**config.mk**
```make
export PLATFORM = sky130hd
export DESIGN_NAME = console_mmio
export DESIGN_NICKNAME = d
export VERILOG_FILES = /design/src/rtl/console_pkg.sv /design/src/rtl/console_decode.sv /design/src/rtl/console_rx.sv /design/src/rtl/console_tx.sv /design/src/rtl/console_mmio.sv
export SDC_FILE = /design/constraint.sdc
export NUM_CORES = 1
export LEC_CHECK = 0
export CORE_MARGIN = 4
export CORE_UTILIZATION = 33
export CTS_BUF_LIST = sky130_fd_sc_hd__clkbuf_8
export DETAILED_ROUTE_END_ITERATION = 10
export HOLD_SLACK_MARGIN = 0.05
export PLACE_DENSITY = 0.93
export SYNTH_ARGS = -nofsm -noshare
export SYNTH_HDL_FRONTEND = slang
export SYNTH_SLANG_ARGS = --single-unit
```
**constraint.sdc**
```tcl
create_clock -name clk -period 6.9 [get_ports clk]
set_input_delay 1.38 -clock clk [delete_from_list [all_inputs] [get_ports clk]]
set_output_delay 1.38 -clock clk [all_outputs]
set_load 0.01 [all_outputs]
```
**src/rtl/console_pkg.sv**
```systemverilog
package console_pkg;
    localparam int BYTE_W    = 8;
    localparam int NUM_SLOTS = 4;
    localparam int BIT_READY = 0;
    localparam int BIT_IE    = 1;

    typedef enum logic [1:0] {
        SLOT_RX_CTRL = 2'd0,
        SLOT_RX_DATA = 2'd1,
        SLOT_TX_CTRL = 2'd2,
        SLOT_TX_DATA = 2'd3
    } slot_e;

    typedef struct packed {
        logic              rdy;
        logic              ie;
        logic [BYTE_W-1:0] data;
    } rx_state_t;

    typedef struct packed {
        logic              pend;
        logic              ie;
        logic [BYTE_W-1:0] data;
    } tx_state_t;
endpackage

```
**src/rtl/console_decode.sv**
```systemverilog
module console_decode
    import console_pkg::*;
#(
    parameter logic [31:0] BASE_ADDR = 32'hFFFF_0000,
    parameter int          WIN_BITS  = 8
) (
    input  logic                 clk,
    input  logic                 rst_n,
    input  logic                 req,
    input  logic [31:0]          addr,
    output logic [NUM_SLOTS-1:0] sel
);
    logic                in_window;
    logic [WIN_BITS-1:0] offset;

    assign in_window = req && (addr[31:WIN_BITS] == BASE_ADDR[31:WIN_BITS]);
    assign offset    = addr[WIN_BITS-1:0];

    for (genvar i = 0; i < NUM_SLOTS; i++) begin : g_slot
        assign sel[i] = in_window && (offset == WIN_BITS'(4 * i));
    end

    // at most one slot responds, and none without a request
    a_r11_single_slot: assert property (@(posedge clk) disable iff (!rst_n)
        $onehot0(sel) && (!req -> sel == '0));
endmodule

```
**src/rtl/console_rx.sv**
```systemverilog
module console_rx
    import console_pkg::*;
(
    input  logic              clk,
    input  logic              rst_n,
    input  logic              in_valid,
    input  logic [BYTE_W-1:0] in_byte,
    input  logic              ctrl_wr,
    input  logic              ie_wdata,
    input  logic              data_rd,
    output logic              rdy,
    output logic              ie,
    output logic [BYTE_W-1:0] data
);
    rx_state_t st_d, st_q;

    always_comb begin
        st_d = st_q;
        if (ctrl_wr) begin
            st_d.ie = ie_wdata;
        end
        if (data_rd) begin
            st_d.rdy = 1'b0;
        end
        if (in_valid) begin
            st_d.rdy  = 1'b1;
            st_d.data = in_byte;
        end
    end

    always_ff @(posedge clk) begin
        if (!rst_n) begin
            st_q <= '0;
        end else begin
            st_q <= st_d;
        end
    end

    assign rdy  = st_q.rdy;
    assign ie   = st_q.ie;
    assign data = st_q.data;

    a_r2_arrival_captured: assert property (@(posedge clk) disable iff (!rst_n)
        in_valid |=> (rdy && data == $past(in_byte)));
    a_r3_read_clears: assert property (@(posedge clk) disable iff (!rst_n)
        (data_rd && !in_valid) |=> !rdy);
    a_r9_ready_only_by_arrival: assert property (@(posedge clk) disable iff (!rst_n)
        $rose(rdy) |-> $past(in_valid));
endmodule

```
**src/rtl/console_tx.sv**
```systemverilog
module console_tx
    import console_pkg::*;
(
    input  logic              clk,
    input  logic              rst_n,
    input  logic              ctrl_wr,
    input  logic              ie_wdata,
    input  logic              data_wr,
    input  logic [BYTE_W-1:0] wbyte,
    output logic              out_valid,
    output logic [BYTE_W-1:0] out_byte,
    input  logic              out_ready,
    output logic              rdy,
    output logic              ie
);
    tx_state_t st_d, st_q;

    always_comb begin
        st_d = st_q;
        if (ctrl_wr) begin
            st_d.ie = ie_wdata;
        end
        if (st_q.pend) begin
            if (out_ready) begin
                st_d.pend = 1'b0;
            end
        end else if (data_wr) begin
            st_d.pend = 1'b1;
            st_d.data = wbyte;
        end
    end

    always_ff @(posedge clk) begin
        if (!rst_n) begin
            st_q <= '0;
        end else begin
            st_q <= st_d;
        end
    end

    assign out_valid = st_q.pend;
    assign out_byte  = st_q.data;
    assign rdy       = !st_q.pend;
    assign ie        = st_q.ie;

    a_r6_launch: assert property (@(posedge clk) disable iff (!rst_n)
        (data_wr && rdy) |=> (out_valid && out_byte == $past(wbyte)));
    a_r7_hold_until_taken: assert property (@(posedge clk) disable iff (!rst_n)
        (out_valid && !out_ready) |=> (out_valid && $stable(out_byte)));
    a_r8_busy_write_ignored: assert property (@(posedge clk) disable iff (!rst_n)
        (data_wr && !rdy) |=> $stable(out_byte));
endmodule

```
**src/rtl/console_mmio.sv**
```systemverilog
module console_mmio
    import console_pkg::*;
#(
    parameter logic [31:0] BASE_ADDR = 32'hFFFF_0000,
    parameter int          WIN_BITS  = 8
) (
    input  logic        clk,
    input  logic        rst_n,
    input  logic        bus_req,
    input  logic        bus_we,
    input  logic [31:0] bus_addr,
    input  logic [31:0] bus_wdata,
    output logic [31:0] bus_rdata,
    input  logic        kb_valid,
    input  logic [7:0]  kb_byte,
    output logic        scr_valid,
    output logic [7:0]  scr_byte,
    input  logic        scr_ready,
    output logic [1:0]  irq
);
    logic [NUM_SLOTS-1:0] sel;
    logic                 rx_rdy, rx_ie, tx_rdy, tx_ie;
    logic [BYTE_W-1:0]    rx_data;
    logic                 rx_ctrl_wr, rx_data_rd, tx_ctrl_wr, tx_data_wr;
    logic                 unused_wbits;

    assign unused_wbits = ^bus_wdata[31:BYTE_W];

    console_decode #(.BASE_ADDR(BASE_ADDR), .WIN_BITS(WIN_BITS)) u_decode (
        .clk  (clk),
        .rst_n(rst_n),
        .req  (bus_req),
        .addr (bus_addr),
        .sel  (sel)
    );

    assign rx_ctrl_wr = sel[SLOT_RX_CTRL] &&  bus_we;
    assign rx_data_rd = sel[SLOT_RX_DATA] && !bus_we;
    assign tx_ctrl_wr = sel[SLOT_TX_CTRL] &&  bus_we;
    assign tx_data_wr = sel[SLOT_TX_DATA] &&  bus_we;

    console_rx u_rx (
        .clk     (clk),
        .rst_n   (rst_n),
        .in_valid(kb_valid),
        .in_byte (kb_byte),
        .ctrl_wr (rx_ctrl_wr),
        .ie_wdata(bus_wdata[BIT_IE]),
        .data_rd (rx_data_rd),
        .rdy     (rx_rdy),
        .ie      (rx_ie),
        .data    (rx_data)
    );

    console_tx u_tx (
        .clk      (clk),
        .rst_n    (rst_n),
        .ctrl_wr  (tx_ctrl_wr),
        .ie_wdata (bus_wdata[BIT_IE]),
        .data_wr  (tx_data_wr),
        .wbyte    (bus_wdata[BYTE_W-1:0]),
        .out_valid(scr_valid),
        .out_byte (scr_byte),
        .out_ready(scr_ready),
        .rdy      (tx_rdy),
        .ie       (tx_ie)
    );

    always_comb begin
        bus_rdata = '0;
        if (!bus_we) begin
            if (sel[SLOT_RX_CTRL]) bus_rdata = {30'b0, rx_ie, rx_rdy};
            if (sel[SLOT_RX_DATA]) bus_rdata = {{(32-BYTE_W){1'b0}}, rx_data};
            if (sel[SLOT_TX_CTRL]) bus_rdata = {30'b0, tx_ie, tx_rdy};
        end
    end

    assign irq[0] = tx_rdy && tx_ie;
    assign irq[1] = rx_rdy && rx_ie;

    // the input line only rises after an arrival or an enable write
    a_r10_rx_irq_cause: assert property (@(posedge clk) disable iff (!rst_n)
        $rose(irq[1]) |-> ($past(kb_valid) || $past(rx_ctrl_wr)));
    // the output line only rises after a handshake or an enable write
    a_r10_tx_irq_cause: assert property (@(posedge clk) disable iff (!rst_n)
        $rose(irq[0]) |-> ($past(scr_valid && scr_ready) || $past(tx_ctrl_wr)));
endmodule

```
* Yosys cells after proc, flatten, opt, wreduce, memory -nomap -nowiden
Cells that the tools add are included.
** Cells by class
- Equal/unequal tests :: 4
- Reductions and logical operators :: 16
- Bitwise operators :: 1
- Magnitude comparators :: 0
- Multiply operators :: 0
- Shift-type cells :: 0
- Multiplexer cells :: 9
- Divide/modulo/power cells :: 0
- $add $sub $neg :: 0
** Operators with widths (number)
- 2-to-1 mux 32 bit :: 3
- == test 24 bit, second input constant :: 1
- == test 8 x 4 -> 1 bit, second input constant :: 2
- logical AND 1 bit :: 11
- == test 8 x 3 -> 1 bit, second input constant :: 1
- zero test 8 bit :: 1
- 2-to-1 mux 1 bit :: 5
- zero test 1 bit :: 2
- 2-to-1 mux 2 bit :: 1
- AND reduction 2 bit :: 1
- nonzero test 2 bit :: 1
- NOT 1 bit :: 1
** Storage, ports and cells
- Memories :: 0
- Word-level logic and storage cells :: 36
- Register bits :: 20
- Latch bits :: 0
- Memory bits (read-only) :: 0
- RAM bits :: 0

* Logic depth before layout (Yosys ltp)
- Depth in word-level cells :: 7
- Depth in mapped cells :: 5

* Modules after synthesis
A second synthesis with hierarchy kept.
** Unflattened totals
- Cells, all modules :: 140
- Area, all modules :: 1244.9 µm²
** By module, submodules not included
- console_tx :: times used 1, cells each 43, area an instance 416.6 µm²
- console_rx :: times used 1, cells each 31, area an instance 371.6 µm²
- console_mmio :: times used 1, cells each 46, area an instance 319.1 µm²
- console_decode :: times used 1, cells each 20, area an instance 137.6 µm²

* Least setup slack after synthesis
OpenSTA, ideal clock, no wires.
- Kind :: input to output
- Start point :: input bus_addr[13]
- End point :: output bus_rdata[0]
- Required time :: 5520 ps
- Stages :: 4
- Arrival :: 2979 ps
- Buffers on the path :: 0
- Slack :: 2541 ps
- Path through :: or4b_1 or4_4 nor4_4 nor2b_1
** On the way
- Cells in the longest elaborated chain, start to end :: 7
** Ends and longest elaborated chain
- start, declared :: line console_mmio.sv:11 : input logic [31:0] bus_addr,
- == test 24 bit * :: line console_decode.sv:16 : assign in_window = req && (addr[31:WIN_BITS] == BASE_ADDR[31:WIN_BITS]);
- logical AND 1 bit * :: line console_decode.sv:16
- logical AND 1 bit :: line console_decode.sv:20 : assign sel[i] = in_window && (offset == WIN_BITS'(4 * i));
- 2-to-1 mux 2 bit :: line console_mmio.sv:72 : if (sel[SLOT_RX_CTRL]) bus_rdata = {30'b0, rx_ie, rx_rdy};
- 2-to-1 mux 32 bit :: line console_mmio.sv:73 : if (sel[SLOT_RX_DATA]) bus_rdata = {{(32-BYTE_W){1'b0}}, rx_data};
- 2-to-1 mux 32 bit * :: line console_mmio.sv:74 : if (sel[SLOT_TX_CTRL]) bus_rdata = {30'b0, tx_ie, tx_rdy};
- 2-to-1 mux 32 bit * :: line console_mmio.sv:71 : if (!bus_we) begin
- end, declared :: line console_mmio.sv:13 : output logic [31:0] bus_rdata,
Mark *: on every way between the ends. The rest lies on a longest branch, timed or not.

* Worst setup path after layout
- Start point :: input bus_addr[13]
- End point :: output bus_rdata[4]
** On the way
- Cells in the longest elaborated chain, start to end :: 6
** Ends and longest elaborated chain (line)
- == test 24 bit * :: console_decode.sv:16
- logical AND 1 bit * :: console_decode.sv:16
- logical AND 1 bit :: console_decode.sv:20
- 2-to-1 mux 32 bit :: console_mmio.sv:73
- 2-to-1 mux 32 bit * :: console_mmio.sv:74
- 2-to-1 mux 32 bit * :: console_mmio.sv:71
Marked as above.

==> summary.txt <==
Run status
  – Status: complete, no violations

Clocking
  – Worst-Skew Late Latency: 250 ps
  – H-tree depth: 1
  – Cts bufs inserted: 3
  – Clk buf depth: 2
  – CTS Root Cell: clkbuf_8
  – Post_cts resized: 0
  – Number of hold buffers added after CTS: 0
  – Total setup buffers inserted after CTS: 0
  – CTS tree: built
  – Clock sinks: 20
  – Clk pin slew, worst setup/hold paths: 70 ps

Detailed routing
  – Pre-antenna DRT Iters: 4
  – Vias post-DR: 1,109
  – ANT nets after route: 0
  – Routed Wire Length: 3200 um
  – WL per Instance: 12.7 um
  – 1st-iter DRT viols: 8
  – Via density: 4.40
  – DR DRC count: 0

Timing
  – Period minus WS final: 5420 ps
  – Fmax: 0.185 GHz
  – Worst Tran Pin Value: 839 ps
  – Final Hold Fails: 0
  – Worst hold slack: 459 ps
  – Setup TNS Final: 0 ps
  – Finish-stage setup viols: 0
  – RSZ-0062 raised after global routing: false
  – Max_slew headroom: 0.439
  – Slew Limit Fails: 0
  – Final period utilization: 0.785
  – Final Skew: 1.07 ps

Synthesis
  – Commonest cells post-synth: 24 x buf_4, 20 x dfxtp_1, 20 x mux2i_1, 19 x nand2_1, 12 x nor2b_1
  – Ranking of synthesized cells by area: dfxtp_1 32%, mux2i_1 16%, buf_4 15%
  – Post-Synth Simple-Gate Area: 0.313
  – Cells after Synth: 138
  – Multiplexer area fraction after synthesis: 0.162
  – Seq/Total Area, Yosys: 0.325
  – XOR/XNOR share of the synthesized area: 0
  – Combinational family with the most area after synthesis: simple AND/OR/NAND/NOR gates
  – Synthesized area per cell: 8.93 um2
  – EDFF count, synth: 0
  – Compound-Gate Fraction of Synth Area: 0.0234
  – Yosys warnings: 0
  – Cell accounting for the most synthesized area: dfxtp_1
  – Async SR Flop Fraction: 0
  – Register bit total from synthesis: 20
  – Mapped cell area: 0.00123 mm2
  – Top-count cell post-synth: buf_4
  – Yosys top cell area share: 0.325
  – Dominant synthesized flop cell: dfxtp_1
  – Distinct cells, synth: 28
  – Synth Area in Adders: 0

Power
  – Proportion of power drawn by combinational gates: 0.214
  – Pwr/cell area: 128 mW/mm2
  – Switching Share: 0.230
  – Clk network pwr share: 0.301
  – Flop pwr share: 0.486
  – Sw Pwr: 56.8 uW
  – Leak: 0.000771 uW
  – Maximum vdd drop: 0.0000997 V
  – Internal power: 190 uW

Global routing
  – First-pass GRT wire length: 5460 um
  – Initial antenna violation count: 0
  – Total GRT Usage: 0.134
  – Vias in the first global route: 1,210
  – Largest net degree at the start of global routing: 29
  – Total gr overflow: 0

Critical path
  – Crit path kind: primary input to output port
  – CP endpoint kind: output port
  – Req. time, crit path: 5520 ps
  – Crit-path max FO: 9
  – Critical Path Source Type: primary input
  – Crit path DAT: 4040 ps

Floorplan
  – Die X: 69.1 um
  – Initial Util: 0.355
  – Die H: 69.1 um
  – # IOs: 121
  – Die area: 0.00478 mm2
  – CORE AREA: 0.00347 mm2
  – Row cnt: 21

Place
  – Dpl hpwl: 2610 um
  – # port buffers: 72
  – Routability cong.: 0.739
  – Placed Cells: 249

Final layout
  – Number of diodes: 0
  – P&R area growth vs syn: 56.4%
  – Nets@finish: 286
  – Share of cells above drive strength 1: 0.0437
  – Fillers: 322
  – Fin cells: 252

Worst hold path
  – Hold Path Class: flip-flop to flip-flop

Run
  – Total of max-cap violations: 0
==> path summary, 6_finish.rpt <==
check / from / endpoint / slack [ps] / depth (start not counted)
setup / recovery: bus_addr[13] / bus_rdata[4] / 1480 / 6
hold / removal: u_tx.out_byte[4]$_SDFFE_PN0P_ / u_tx.out_byte[4]$_SDFFE_PN0P_ / 460 / 2
hold reg to reg: u_tx.out_byte[4]$_SDFFE_PN0P_ / u_tx.out_byte[4]$_SDFFE_PN0P_ / 460 / 2
setup reg to reg: u_tx.out_valid$_SDFF_PN0_ / u_tx.out_byte[6]$_SDFFE_PN0P_ / 5360 / 3
==> layer usage <==
layer,vias up,share of wire,track usage
met3,7,0.11,0.0596
met2,58,0.50,0.240
met5,-,0,0
met4,0,0.019,0.0477
met1,487,0.36,0.135
li1,557,-,-
==> worst max-delay path, cell delays in order <==
cell and delay (ps):
clkdlybuf4s50_1 390, or4b_1 510, or4_4 480, nor4_4 500, and3_1 240, clkdlybuf4s50_1 530
==> sequential cells by signal (all words and copies together), names as in the netlist <==
| name | count |
|---|---|
| u_rx.data | 8 |
| u_rx.ie | 1 |
| u_rx.rdy | 1 |
| u_tx.out_valid | 1 |
| u_tx.out_byte | 8 |
| u_tx.ie | 1 |
==> cells in the final DEF (no fill, tap or decap) <==
cell / count
clkdlybuf4s50_1: 72
conb_1: 24
and3_1: 6
nand2_1: 19
nor4_4: 2
nand3_1: 1
dfxtp_1: 20
o21ai_0: 2
nand3b_1: 2
o21a_1: 1
nor2_1: 4
nand4bb_1: 1
clkbuf_8: 3
nand2_2: 1
and2_1: 2
a21oi_1: 1
nand2_4: 1
or4_4: 1
inv_1: 1
nor2b_1: 12
nand4b_1: 1
nand4_1: 2
a31oi_1: 1
or4b_1: 2
mux2i_1: 20
nor4_1: 3
or3_4: 1
==> power groups by stage <==
stage / clock (uW) / combinational (uW) / sequential [uW]
global placement: 0 / 51.1 / 122
floorplan: 0 / 29.6 / 122
detailed placement: 0 / 52.4 / 123
global route: 82.1 / 57.2 / 120
CTS: 75.2 / 52.8 / 120
finish: 74.2 / 52.8 / 120
==> final cells by class <==
cell class              count  area (um2)  area share
flip-flops and latches     20         400       0.208
clock buffers               3        41.3      0.0214
multi-input cells         110         704       0.365
well taps                  46        57.6      0.0299
inverters                   1        3.75     0.00195
repair buffers             72         721       0.374
==> per-stage QoR <==
step           power, uW  setup slack (ps)  cell area, um2  utilization
2_1_floorplan        152              2540            1320            -
3_3_place_gp         174              1530            1890        0.544
3_5_place_dp         175              1460            1890        0.544
4_1_cts              248              1450            1930        0.556
5_1_grt              260              1370            1930        0.556
6_report             247              1480            1930        0.556
==> kinds of logic after synthesis <==
family	after synthesis
muxes	20
DFF	20
AOI/OAI and AO/OA	5
and+or+nand+nor	61
buffers and inverters	31
other	1
No activity file was read; power rests on OpenSTA's default activity.
